===== src/rtl/spi_cmd_pkg.sv =====
package spi_cmd_pkg;

  localparam int ADDR_W = 5;

  localparam logic [ADDR_W-1:0] ADDR_CMD      = 5'h00;
  localparam logic [ADDR_W-1:0] ADDR_COUNT    = 5'h01;
  localparam logic [ADDR_W-1:0] ADDR_KEY      = 5'h02;
  localparam logic [ADDR_W-1:0] ADDR_PRG_BASE = 5'h08;
  localparam logic [ADDR_W-1:0] ADDR_RX_BASE  = 5'h10;

  localparam int START_BIT = 2;

  typedef struct packed {
    logic loadTx;
    logic shiftTx;
    logic sampleRx;
  } shift_strobe_t;

  typedef enum logic [2:0] {
    ST_IDLE,
    ST_LEAD,
    ST_HIGH,
    ST_LOW,
    ST_TRAIL
  } shift_state_t;

endpackage


===== src/rtl/spi_cmd_datapath.sv =====
module spi_cmd_datapath
  import spi_cmd_pkg::*;
#(
  parameter int         NUM_PRG = 6,
  parameter int         NUM_RX  = 10,
  parameter logic [7:0] KEY     = 8'h30
) (
  input  logic              clk,
  input  logic              rstN,
  input  logic [ADDR_W-1:0] regAddr,
  input  logic              regWrEn,
  input  logic [7:0]        regWdata,
  output logic [7:0]        regRdata,
  input  shift_strobe_t     strobes,
  input  logic              busy,
  input  logic              spiMiso,
  output logic              spiMosi,
  output logic              startReq,
  output logic [7:0]        bitCount
);

  localparam int TX_W = 8 * NUM_PRG;
  localparam int RX_W = 8 * NUM_RX;

  logic [7:0]      prgReg [NUM_PRG];
  logic [TX_W-1:0] txLoad;
  logic [TX_W-1:0] txShift;
  logic [RX_W-1:0] rxChain;
  logic            unlocked;

  // Highest program register occupies the top byte, so it leaves first.
  always_comb begin
    txLoad = '0;
    for (int i = 0; i < NUM_PRG; i++) begin
      txLoad[8*i +: 8] = prgReg[i];
    end
  end

  assign startReq = regWrEn && (regAddr == ADDR_CMD) && regWdata[START_BIT] && unlocked;
  assign spiMosi  = txShift[TX_W-1];

  always_ff @(posedge clk or negedge rstN) begin
    if (!rstN) begin
      for (int i = 0; i < NUM_PRG; i++) begin
        prgReg[i] <= '0;
      end
      bitCount <= '0;
      unlocked <= 1'b0;
    end else if (regWrEn) begin
      if (regAddr == ADDR_COUNT) begin
        bitCount <= regWdata;
      end
      if (regAddr == ADDR_KEY) begin
        unlocked <= (regWdata == KEY);
      end
      for (int i = 0; i < NUM_PRG; i++) begin
        if (regAddr == ADDR_PRG_BASE + ADDR_W'(i)) begin
          prgReg[i] <= regWdata;
        end
      end
    end
  end

  always_ff @(posedge clk or negedge rstN) begin
    if (!rstN) begin
      txShift <= '0;
    end else if (strobes.loadTx) begin
      txShift <= txLoad;
    end else if (strobes.shiftTx) begin
      txShift <= {txShift[TX_W-2:0], 1'b0};
    end
  end

  always_ff @(posedge clk or negedge rstN) begin
    if (!rstN) begin
      rxChain <= '0;
    end else if (strobes.sampleRx) begin
      rxChain <= {rxChain[RX_W-2:0], spiMiso};
    end
  end

  always_comb begin
    regRdata = '0;
    if (regAddr == ADDR_CMD) begin
      regRdata[START_BIT] = busy;
    end
    if (regAddr == ADDR_COUNT) begin
      regRdata = bitCount;
    end
    if (regAddr == ADDR_KEY) begin
      regRdata = {7'b0, unlocked};
    end
    for (int i = 0; i < NUM_PRG; i++) begin
      if (regAddr == ADDR_PRG_BASE + ADDR_W'(i)) begin
        regRdata = prgReg[i];
      end
    end
    for (int k = 0; k < NUM_RX; k++) begin
      if (regAddr == ADDR_RX_BASE + ADDR_W'(k)) begin
        regRdata = rxChain[8*k +: 8];
      end
    end
  end

  // the receive chain moves only on a sample strobe from the control
  assert_rx_hold_R8 : assert property (@(posedge clk) disable iff (!rstN)
    !strobes.sampleRx |=> $stable(rxChain));

  // a start request while locked never starts a transfer
  assert_locked_no_start_R2 : assert property (@(posedge clk) disable iff (!rstN)
    (regWrEn && regAddr == ADDR_CMD && regWdata[START_BIT] && !unlocked && !busy) |=> !busy);

  // the transmit shifter moves only on a strobe from the control
  assert_tx_hold_R12 : assert property (@(posedge clk) disable iff (!rstN)
    (!strobes.loadTx && !strobes.shiftTx) |=> $stable(txShift));

endmodule


===== src/rtl/spi_cmd_control.sv =====
module spi_cmd_control
  import spi_cmd_pkg::*;
#(
  parameter int CLK_DIV  = 4,
  parameter int MAX_BITS = 64
) (
  input  logic          clk,
  input  logic          rstN,
  input  logic          startReq,
  input  logic [7:0]    bitCount,
  output shift_strobe_t strobes,
  output logic          busy,
  output logic          spiSck,
  output logic          spiCsN
);

  localparam int HALF = CLK_DIV / 2;
  localparam int HW   = (HALF > 1) ? $clog2(HALF) : 1;
  localparam int BW   = $clog2(MAX_BITS + 1);

  shift_state_t  state;
  logic [HW-1:0] halfCnt;
  logic [BW-1:0] bitsLeft;
  logic          halfEnd;
  logic          countOk;
  logic          go;

  assign halfEnd = (halfCnt == HW'(HALF - 1));
  assign countOk = (bitCount != 8'd0) && (int'(bitCount) <= MAX_BITS);
  assign go      = (state == ST_IDLE) && startReq && countOk;
  assign busy    = (state != ST_IDLE);

  always_comb begin
    strobes = '0;
    strobes.loadTx = go;
    if (halfEnd) begin
      unique case (state)
        ST_LEAD:  strobes.sampleRx = 1'b1;
        ST_LOW:   strobes.sampleRx = 1'b1;
        ST_HIGH:  strobes.shiftTx  = (bitsLeft != BW'(1));
        default:  ;
      endcase
    end
  end

  always_ff @(posedge clk or negedge rstN) begin
    if (!rstN) begin
      state    <= ST_IDLE;
      halfCnt  <= '0;
      bitsLeft <= '0;
      spiSck   <= 1'b0;
      spiCsN   <= 1'b1;
    end else if (state == ST_IDLE) begin
      halfCnt <= '0;
      if (go) begin
        state    <= ST_LEAD;
        bitsLeft <= BW'(bitCount);
        spiCsN   <= 1'b0;
      end
    end else if (!halfEnd) begin
      halfCnt <= halfCnt + HW'(1);
    end else begin
      halfCnt <= '0;
      unique case (state)
        ST_LEAD, ST_LOW: begin
          state  <= ST_HIGH;
          spiSck <= 1'b1;
        end
        ST_HIGH: begin
          spiSck   <= 1'b0;
          bitsLeft <= bitsLeft - BW'(1);
          state    <= (bitsLeft == BW'(1)) ? ST_TRAIL : ST_LOW;
        end
        ST_TRAIL: begin
          state  <= ST_IDLE;
          spiCsN <= 1'b1;
        end
        default: state <= ST_IDLE;
      endcase
    end
  end

  // SCK never runs outside an asserted chip select
  assert_sck_in_cs_R7 : assert property (@(posedge clk) disable iff (!rstN)
    spiSck |-> !spiCsN);

  // the bit counter never underflows while bits remain to be clocked
  assert_bits_left_R4 : assert property (@(posedge clk) disable iff (!rstN)
    (state == ST_LEAD || state == ST_HIGH || state == ST_LOW) |-> (bitsLeft != '0));

  // a zero count leaves chip select high
  assert_zero_count_R9 : assert property (@(posedge clk) disable iff (!rstN)
    (state == ST_IDLE && startReq && bitCount == 8'd0) |=> spiCsN);

  // an over-long count leaves the engine idle
  assert_long_count_R10 : assert property (@(posedge clk) disable iff (!rstN)
    (state == ST_IDLE && int'(bitCount) > MAX_BITS) |=> (state == ST_IDLE));

endmodule


===== src/rtl/spi_cmd_shifter.sv =====
module spi_cmd_shifter
  import spi_cmd_pkg::*;
#(
  parameter int         CLK_DIV  = 4,
  parameter int         NUM_PRG  = 6,
  parameter int         NUM_RX   = 10,
  parameter int         MAX_BITS = 64,
  parameter logic [7:0] KEY      = 8'h30
) (
  input  logic              clk,
  input  logic              rstN,
  input  logic [ADDR_W-1:0] regAddr,
  input  logic              regWrEn,
  input  logic [7:0]        regWdata,
  output logic [7:0]        regRdata,
  output logic              spiSck,
  output logic              spiCsN,
  output logic              spiMosi,
  input  logic              spiMiso
);

  shift_strobe_t strobes;
  logic          busy;
  logic          startReq;
  logic [7:0]    bitCount;

  spi_cmd_datapath #(
    .NUM_PRG(NUM_PRG),
    .NUM_RX (NUM_RX),
    .KEY    (KEY)
  ) datapath_i (
    .clk     (clk),
    .rstN    (rstN),
    .regAddr (regAddr),
    .regWrEn (regWrEn),
    .regWdata(regWdata),
    .regRdata(regRdata),
    .strobes (strobes),
    .busy    (busy),
    .spiMiso (spiMiso),
    .spiMosi (spiMosi),
    .startReq(startReq),
    .bitCount(bitCount)
  );

  spi_cmd_control #(
    .CLK_DIV (CLK_DIV),
    .MAX_BITS(MAX_BITS)
  ) control_i (
    .clk     (clk),
    .rstN    (rstN),
    .startReq(startReq),
    .bitCount(bitCount),
    .strobes (strobes),
    .busy    (busy),
    .spiSck  (spiSck),
    .spiCsN  (spiCsN)
  );

  // whenever chip select is low, the command register reports busy
  assert_busy_in_cs_R3 : assert property (@(posedge clk) disable iff (!rstN)
    !spiCsN |-> busy);

endmodule


===== config.mk =====
export PLATFORM = sky130hd
export DESIGN_NAME = spi_cmd_shifter
export DESIGN_NICKNAME = d
export VERILOG_FILES = /design/src/rtl/spi_cmd_pkg.sv /design/src/rtl/spi_cmd_datapath.sv /design/src/rtl/spi_cmd_control.sv /design/src/rtl/spi_cmd_shifter.sv
export SDC_FILE = /design/constraint.sdc
export NUM_CORES = 1
export LEC_CHECK = 0
export BUFFER_PORTS_ARGS = -buffer_cell sky130_fd_sc_hd__buf_2
export CORE_MARGIN = 4
export CORE_UTILIZATION = 55
export DETAILED_ROUTE_END_ITERATION = 6
export PLACE_DENSITY = 0.74
export SYNTH_ARGS = -nofsm -noshare
export SYNTH_HDL_FRONTEND = slang
export SYNTH_HIERARCHICAL = 1
export SYNTH_SLANG_ARGS = --single-unit

===== constraint.sdc =====
create_clock -name clk -period 5.07 [get_ports clk]
set_clock_uncertainty 0.15 [all_clocks]
set_input_delay 0.7605 -clock clk [delete_from_list [all_inputs] [get_ports clk]]
set_output_delay 0.7605 -clock clk [all_outputs]
set_load 0.1 [all_outputs]

# [After elaboration in Yosys (flattened, before gate mapping)]
# Cells that the tools add are included.
[classes] addsub=2 order_cmp=1 n_eq_ne=26 mux=40 bitwise_logic=1 n_reduce_logical=28
[ops] op="$mux 8" n=18
[ops] op="$mux 48" n=2
[ops] op="$eq 5x5->1 const B" n=10
[ops] op="$eq 5x4->1 const B" n=6
[ops] op="$mux 7" n=4
[ops] op="$reduce_and 2->1" n=9
[ops] op="$mux 3" n=4
[ops] op="$reduce_bool 2->1" n=5
[ops] op="$mux 1" n=9
[ops] op="$reduce_and 3->1" n=3
[ops] op="$eq 8x6->1 const B" n=1
[ops] op="$le 8x7->1 const B" n=1
[ops] op="$reduce_bool 8->1" n=1
[ops] op="$eq 7x1->1 const B" n=1
[ops] op="$ne 7x1->1 const B" n=1
[ops] op="$sub 7x1->7 const B" n=1
[ops] op="$eq 3x2->1 const B" n=2
[ops] op="$logic_and 1x1->1" n=6
[ops] op="$pmux 3 s2" n=1
[ops] op="$eq 5x1->1 const B" n=1
[ops] op="$eq 5x2->1 const B" n=1
[ops] op="$logic_not 5->1" n=1
[ops] op="$eq 3x1->1 const B" n=1
[ops] op="$eq 3x3->1 const B" n=1
[ops] op="8 further kinds" n=8
[totals] register_bits=198 input_bits=17 elab_cells=113

# [Logic depth before layout (Yosys ltp)]
# Gate-level depths: netlist of run 1.
[depth] depth_word=20 depth_mapped=15

# [Cells and area by module]
# Netlist of run 1, hierarchy kept.
[modules_own_cells] mod="spi_cmd_datapath" instances=1 cells_each=805 area_per_inst_um2=9136.3
[modules_own_cells] mod="spi_cmd_control" instances=1 cells_each=90 area_per_inst_um2=837.1

# [Worst setup path before layout of run 1]
# OpenSTA, ideal clock, no wires.
[synth_timing] kind="input to output" from="in regAddr[2]" to="out regRdata[5]" arrival_time_ps=3355 slack_ps=804 cell_stages=8 path_cell_list="buf_4 buf_6 buf_2 buf_2 nand2_1 a21oi_1 o211ai_1 a32oi_1"
[synth_between] elab_chain_cells=19 elab_cells_between_ends=36 classes_between="eq/ne (18); mux (18)"
[synth_rtl] item="from (decl)" line_no="spi_cmd_shifter.sv:12" text="input logic [ADDR_W-1:0] regAddr,"
[synth_rtl] item="$eq 5x1->1" line_no="spi_cmd_datapath.sv:87" text="if (regAddr == ADDR_COUNT) begin"
[synth_rtl] item="$mux 8" line_no="spi_cmd_datapath.sv:87"
[synth_rtl] item="$mux 8" line_no="spi_cmd_datapath.sv:90" text="if (regAddr == ADDR_KEY) begin"
[synth_rtl] item="$mux 8 (6 in series)" line_no="spi_cmd_datapath.sv:94" text="if (regAddr == ADDR_PRG_BASE + ADDR_W'(i)) begin"
[synth_rtl] item="$mux 8 (9 in series)" line_no="spi_cmd_datapath.sv:99" text="if (regAddr == ADDR_RX_BASE + ADDR_W'(k)) begin"
[synth_rtl] item="$mux 8 *" line_no="spi_cmd_datapath.sv:99"
[synth_rtl] item="to (decl)" line_no="spi_cmd_shifter.sv:15" text="output logic [7:0] regRdata,"
# Mark *: on every way between the ends. The rest lies on a longest branch, timed or not.

# [Worst setup path in the final report of run 1]
[layout_timing] from="in regAddr[0]" to="out regRdata[5]"
# The elaborated chain is that of the path after synthesis.

==> results of run 1 <==
[cell usage in the layout, fill, tap and decap left out, types with 5 or more instances in the layout]
cell,instances
dfrtp_1,197
mux2_2,135
nand2_1,83
o21ai_0,83
mux2i_1,57
nor2_1,32
a21oi_1,26
buf_2,26
clkbuf_16,17
nand3_1,17
inv_1,14
nand2b_1,14
nor2b_1,12
a22oi_1,10
o31ai_1,10
o221ai_1,9
buf_4,9
a32oi_1,8
o211ai_1,7
o22ai_1,7
nor3b_1,6
a31oi_1,5
and3_1,5
a221oi_1,5
[power by group]
group	internal, uW	total, uW	switching (uW)
logic	123	327	204
registers	1670	1780	110
clock network	656	1290	629
[registers in the layout, summed over array words and instances, names as in the netlist]
register and cells:
control_i/bitsLeft 7, control_i/halfCnt 1, control_i/spiCsN 1, control_i/spiSck 1
control_i/state 3, datapath_i/bitCount 8, datapath_i/prgReg 48, datapath_i/rxChain 80
datapath_i/txShift 48, datapath_i/unlocked 1
[metal layers]
metal,routed length [um],vias to the layer above
met5,0,-
met4,612,0
met3,1300,39
met2,11600,252
met1,11600,3570
li1,-,3294
[cell usage after synthesis (3+ instances only)]
cell / number
clkbuf_1: 24
nand2_1: 83
dfrtp_1: 197
o21ai_0: 83
o221ai_1: 9
o211ai_1: 7
nor2b_1: 12
nor2_1: 33
and3_1: 5
nand3b_1: 4
nor3_1: 4
a32oi_1: 8
mux2_2: 135
a31oi_1: 5
buf_2: 22
a21oi_1: 26
a22oi_1: 10
a32o_1: 3
o22ai_1: 7
o32ai_1: 4
and3b_1: 3
a221oi_1: 5
nand2b_1: 14
buf_4: 11
a21o_1: 4
o21a_1: 4
nand4_1: 4
nand3_2: 4
a211oi_1: 4
nor4_1: 4
and2_1: 3
nand3_1: 17
o31ai_1: 10
nor4bb_1: 3
inv_1: 14
nor3b_1: 6
o2111ai_1: 3
mux2i_1: 57
[logic make-up after synthesis]
family | count (synthesis)
buffers and inverters | 76
adder cells (fa/ha/maj) | 2
AO/OA/AOI/OAI | 209
AND/OR/NAND/NOR | 218
flip-flops | 198
multiplexers | 192
[worst max-delay path by stage]
stage	start	end	slack [ns]	cells past startpoint
finish	regAddr[0]	regRdata[5]	0.81	7
global route	regAddr[0]	regRdata[5]	0.72	7
CTS	regAddr[0]	regRdata[5]	0.87	7
detailed placement	regAddr[0]	regRdata[5]	0.88	7
global placement	regAddr[0]	regRdata[5]	0.96	7
floorplan	regAddr[2]	regRdata[5]	0.80	8
[cell type report]
cell class	instances	area, sq um	share of cell area, %
diodes	1	2.50	0.0232
clock buffers	19	443	4.11
clock inverters	13	114	1.06
inverters	15	56.3	0.522
multi-input cells	621	4660	43.2
flip-flops and latches	198	4960	46.0
well taps	225	282	2.61
repair buffers	39	272	2.52
[stage by stage]
step,instances,hold WS (ns)
6_report,1131,0.207
5_1_grt,1130,0.256
4_1_cts,1130,0.248
3_5_place_dp,1098,0.329
3_3_place_gp,1098,0.308
2_1_floorplan,895,0.300
==> impl_results.md, run 1 <==
- Status: completed
- Wire per inst: ~22 um
- PnR worst setup slack: 0.806 ns
- P_leak: roughly 0.0044 uW
- Final number of hold-violating endpoints: 0
- CTS max path bufs: 2
- Unrepaired setup endpoints after global routing: no
- Post-synthesis sequential area ratio: slightly below 50%
- Core Util, Final: roughly three fifths
- Final slew viol count: 0
- Worst Setup End Kind: primary output
- Fin nets: between 900 and 1000
- CP Cell Sequence: buf_2 > nor2_1 > nand2_1 > a21oi_1 > o31ai_1 > a32oi_1 > buf_2
- CTS Sinks: about 200
- CTS Hold Bufs: 0
- Starting DRT DRC Count: roughly 690
- Ys async rst share: 100%
- Simple-Gate Fraction of Synth Area: between 10% and 20%
- M1 GR Usage: a little under two fifths
- Worst-Skew Late Latency: between 0.4 and 0.5 ns
- Post-synth EDFFs: 0
- CTS tree: done
- Peak per-stage delay on the critical path: 0.81 ns
- Resized Gates After CTS: 0
- Crit-path max FO: 40
- Critical-path top delay cell: nor2_1
- Gr usage total: 25.7%
- First-pass GRT wire length: around 40 mm
- Cell area after synthesis: 9970 sq um
- GR Util met2: approximately 40%
- Final period util: between 80% and 90%
- Placed inst area: between 10000 and 15000 sq um
- Fmax: approximately 230 MHz
- Crit path max-delay family: simple AND/OR/NAND/NOR gates
- Library cells used by synthesis: 72
- Mux share of post-synthesis cell area: about a fifth
- Rows: 48
- WP data arrival: approximately 3.4 ns
- Die height: about 140 um
- Via count: slightly above 7000
- Clock root cell: clkbuf_16
- Pre-CTS setup slack: 0.883 ns
- HP Class: input port to async pin
- Mapped Cells: about 900
- Dpl hpwl: around 18 mm
- Most used routing layer: met2
- Io pins: 28
- Main synth FF type: dfrtp_1
- Final setup TNS: 0 ns
- Filler cells: around 1500
- Ys Warns: 6
- Post-CTS Setup Inserts: 0
- Reg-to-Reg End: datapath_i/txShift[27]$_DFFE_PN0P_
- Number of port buffers: 27
- Pwr/cell area: ~310 nW/um^2
- WL final: 25.1 mm
- ANT nets after route: 0
- Syn_nets: 914
- Buf/Inv on CP: 2
- Met3 usage: 4.09%
- Die ar.: 20400 sq um
- H-tree Lvls: 4
- Post-synthesis average cell area: about 11 sq um
- Kind of critical path: input port to primary output
- Drt drc: 0
- FF-to-FF setup slack: 2.26 ns
- Post-route minimum period: 4.26 ns
- Grt ovf: 0
- Slew margin rel.: roughly 30%
- Core region area: around 18000 sq um
- Initial antenna violation count: 0
- Critical R2R Launch: control_i/state[0]$_DFFE_PN0P_
- Synth area leader: dfrtp_1
- Adder-Cell Fraction of Synth Area: less than 1%
- Setup violators final: 0
- Largest family of logic cells by synthesized area: multiplexers
- Vias per Instance: around 6.3
- Finished layout cell area: about 11000 sq um
- Number of global-route vias before repair: around 7100
- Syn-to-layout area delta: 8.12%
- Die X-Extent: between 100 and 150 um
- Worst slew pin tran: between 1 and 1.5 ns
- Pwr Total: ~3400 uW
- DRT Pass-1 Iters: 7
- Ratio of cells with drive above 1 in the final layout: about 25%
- Most area-consuming cells after synthesis: dfrtp_1 (49%), mux2_2 (15%), mux2i_1 (5.7%), o21ai_0 (4.2%), nand2_1 (3.1%)
- Num CTS Buffers: 17
- R2r worst-path depth: 6
- XOR/XNOR Fraction of Synth Area: 0%
- GP Congestion: between 0.9 and 1
- Initial Util: a little under three fifths
- Maximum VDD drop: 235 uV
- Max cap viols: 0
- Compound-Gate Fraction of Synth Area: 13.7%
- Clock transition at path regs: around 0.080 ns
- Largest net degree at the start of global routing: 107
- Synth Register Bits: between 150 and 200
- Yosys top cell area share: about half
- Startpoint Class: input port
- Crit-path most repeated cell: buf_2
- CP required: between 4 and 5 ns
Power figures use the tool's default switching activity.
==> inputs of run 2 (changes only) <==
clock period = 4.18 ns   (was 5.07 ns; I/O delays follow)
==> run 2 against run 1 <==
  * Register-to-register slack worse by 0.73 ns
  * Critical path depth unchanged
  * Utilization up 1.3 points
  * Combinational power up 31%
  * Routed wire length up 1.8%
  * Critical endpoint is now regRdata[0]
==> impl_results.md, run 2 (same netlist as run 1, synthesis figures left out) <==
- Post-route minimum period: approximately 3.6 ns
- H-tree Lvls: 4 (unchanged)
- Finished layout cell area: 11000 sq um (was 10800 sq um)
- WL final: 25.5 mm (was 25.1 mm)
- Largest net degree at the start of global routing: 98 (was 107)
- Largest Register: datapath_i/rxChain (unchanged)
- Kind of critical path: input port to primary output (unchanged)
- HP Class: input port to async pin (unchanged)
- CP Cell Sequence: buf_2 > and3b_1 > o21ai_0 > a32oi_1 > a211oi_1 > o211ai_1 > buf_12 (was buf_2 > nor2_1 > nand2_1 > a21oi_1 > o31ai_1 > a32oi_1 > buf_2)
- Most common cell after layout, fill and taps aside: dfrtp_1 (unchanged)
- Number of global-route vias before repair: 7257 (was 7098)
- Grt ovf: 0 (unchanged)
- Maximum VDD drop: 295 uV (was 235 uV)
- Critical-path top delay cell: a211oi_1 (was nor2_1)
- WP data arrival: 2.83 ns (was 3.35 ns)
- Clock transition at path regs: 0.07 ns (was 0.08 ns)
- Peak per-stage delay on the critical path: 0.56 ns (was 0.81 ns)
- Ratio of cells with drive above 1 in the final layout: 26.2% (was 25.1%)
- Clock root cell: clkbuf_16 (unchanged)
- Largest regs: datapath_i/rxChain x80, datapath_i/prgReg x48, datapath_i/txShift x48 (unchanged)
- CTS Hold Bufs: 0 (unchanged)
- CP required: 3.40 ns (was 4.16 ns)
- Drt drc: 0 (unchanged)
- Commonest cells after routing, fill and taps aside: dfrtp_1 (197), mux2_2 (135), nand2_1 (83), o21ai_0 (83), mux2i_1 (57) (unchanged)
- Max cap viols: 0 (unchanged)
- Number of port buffers: 27 (unchanged)
- Dpl hpwl: 18.1 mm (was 17.6 mm)
- PnR worst setup slack: 0.573 ns (was 0.806 ns)
- Slew margin rel.: 29.1% (was 29.8%)
- Placed inst area: 10400 sq um (was 10200 sq um)
- Setup violators final: 0 (unchanged)
- Initial antenna violation count: 1 (was 0)
- Resized Gates After CTS: 0 (unchanged)
- Rows: 48 (unchanged)
- Fmax: 277 MHz
- Final number of hold-violating endpoints: 0 (unchanged)
- Worst Setup End Kind: primary output (unchanged)
- Pwr/cell area: 382 nW/um^2 (was 314 nW/um^2)
- CTS Sinks: 198 (unchanged)
- CTS tree: done (unchanged)
- Pre-CTS setup slack: 0.691 ns (was 0.883 ns)
- Io pins: 28 (unchanged)
- Post-CTS Setup Inserts: 0 (unchanged)
- First-pass GRT wire length: 41.3 mm (was 40.6 mm)
- Syn-to-layout area delta: 10.4% (was 8.12%)
- Wire per inst: 22.3 um (was 22.2 um)
- GP Congestion: 0.938 (was 0.948)
- Max reg flops: 80 (unchanged)
- Initial Util: 56.9% (unchanged)
- Final period util: a little under nine tenths
- Die height: 143 um (unchanged)
- Final slew viol count: 0 (unchanged)
- CTS max path bufs: 2 (unchanged)
- Starting DRT DRC Count: 703 (was 692)
- P_leak: 0.00452 uW (was 0.00442 uW)
- Worst slew pin tran: 1.06 ns (was 1.05 ns)
- Gr usage total: 26.1% (was 25.7%)
- Unrepaired setup endpoints after global routing: no (unchanged)
- Num CTS Buffers: 17 (unchanged)
- Status: completed (unchanged)
- Via count: 7250 (was 7155)
- Die X-Extent: 143 um (unchanged)
- Die ar.: 20400 sq um (unchanged)
- ANT nets after route: 0 (unchanged)
- Core region area: 17500 sq um (unchanged)
- Crit-path max FO: 24 (was 40)
- Worst-Skew Late Latency: 0.44 ns (was 0.43 ns)
- Vias per Instance: 6.34 (was 6.33)
- DRT Pass-1 Iters: 7 (unchanged)
- Fin nets: 923 (was 911)
- Final setup TNS: 0 ns (unchanged)
- Startpoint Class: input port (unchanged)
==> run 2: cell count changes in the layout (fill, tap and decap cells not counted), moves of 2 or more <==
cell      before  now
clkinv_4       4    0
buf_12         3   10
buf_4          9   22
inv_8          3    1
buf_2         26   18
inv_6          2    6
==> run 2: final timing paths <==
kind / from / endpoint / slack [ns] / cells past startpoint
min in group clk: spiMiso / datapath_i/rxChain[0]$_DFFE_PN0P_ / 0.27 / 2
worst min-delay path: rstN / datapath_i/rxChain[16]$_DFFE_PN0P_ / 0.11 / 1
worst max register to register: control_i/state[0]$_DFFE_PN0P_ / datapath_i/txShift[21]$_DFFE_PN0P_ / 1.53 / 7
worst min register to register: control_i/spiSck$_DFFE_PN0P_ / control_i/spiSck$_DFFE_PN0P_ / 0.32 / 1
worst max-delay path: regAddr[4] / regRdata[0] / 0.57 / 7
max in group asynchronous: rstN / control_i/spiCsN$_DFFE_PN1P_ / 2.88 / 2
==> run 2: worst max-delay path, delay by kind of cell <==
family / cells / cell delay [ns]
compound gates: 4 / 1.14
buf+inv: 2 / 0.66
simple gates: 1 / 0.39
==> run 2: layout make-up <==
type	instances	area, sq um
Timing Repair Buffer	51	469
Inverter	15	56.3
Tap cell	225	282
Clock inverter	14	143
Fill cell	1401	6530
Sequential cell	198	4960
Multi-Input combinational cell	621	4660
Clock buffer	18	439
Antenna cell	2	5.00
==> run 2: through the flow <==
step	total power (uW)	util, %	hold slack (ns)	instances
after detailed placement	2610	59.4	0.310	1110
after global placement	2600	59.4	0.311	1110
after floorplan	2400	-	0.181	895
after CTS	4230	62.7	0.138	1142
after global routing	4360	62.8	0.169	1143
final	4210	62.8	0.113	1144
==> run 2: metal layers <==
layer	vias to the layer above	global-route usage, %	share of wire (%)
met2	234	40.7	47
li1	3314	-	-
met1	3661	37.4	45
met3	41	4.62	5.2
met5	-	0	0
met4	0	8.30	2.3
==> run 2: power by group <==
group,switching (uW),internal (uW),total (uW)
Sequential,135,2020,2160
Clock,767,856,1620
Combinational,255,175,429
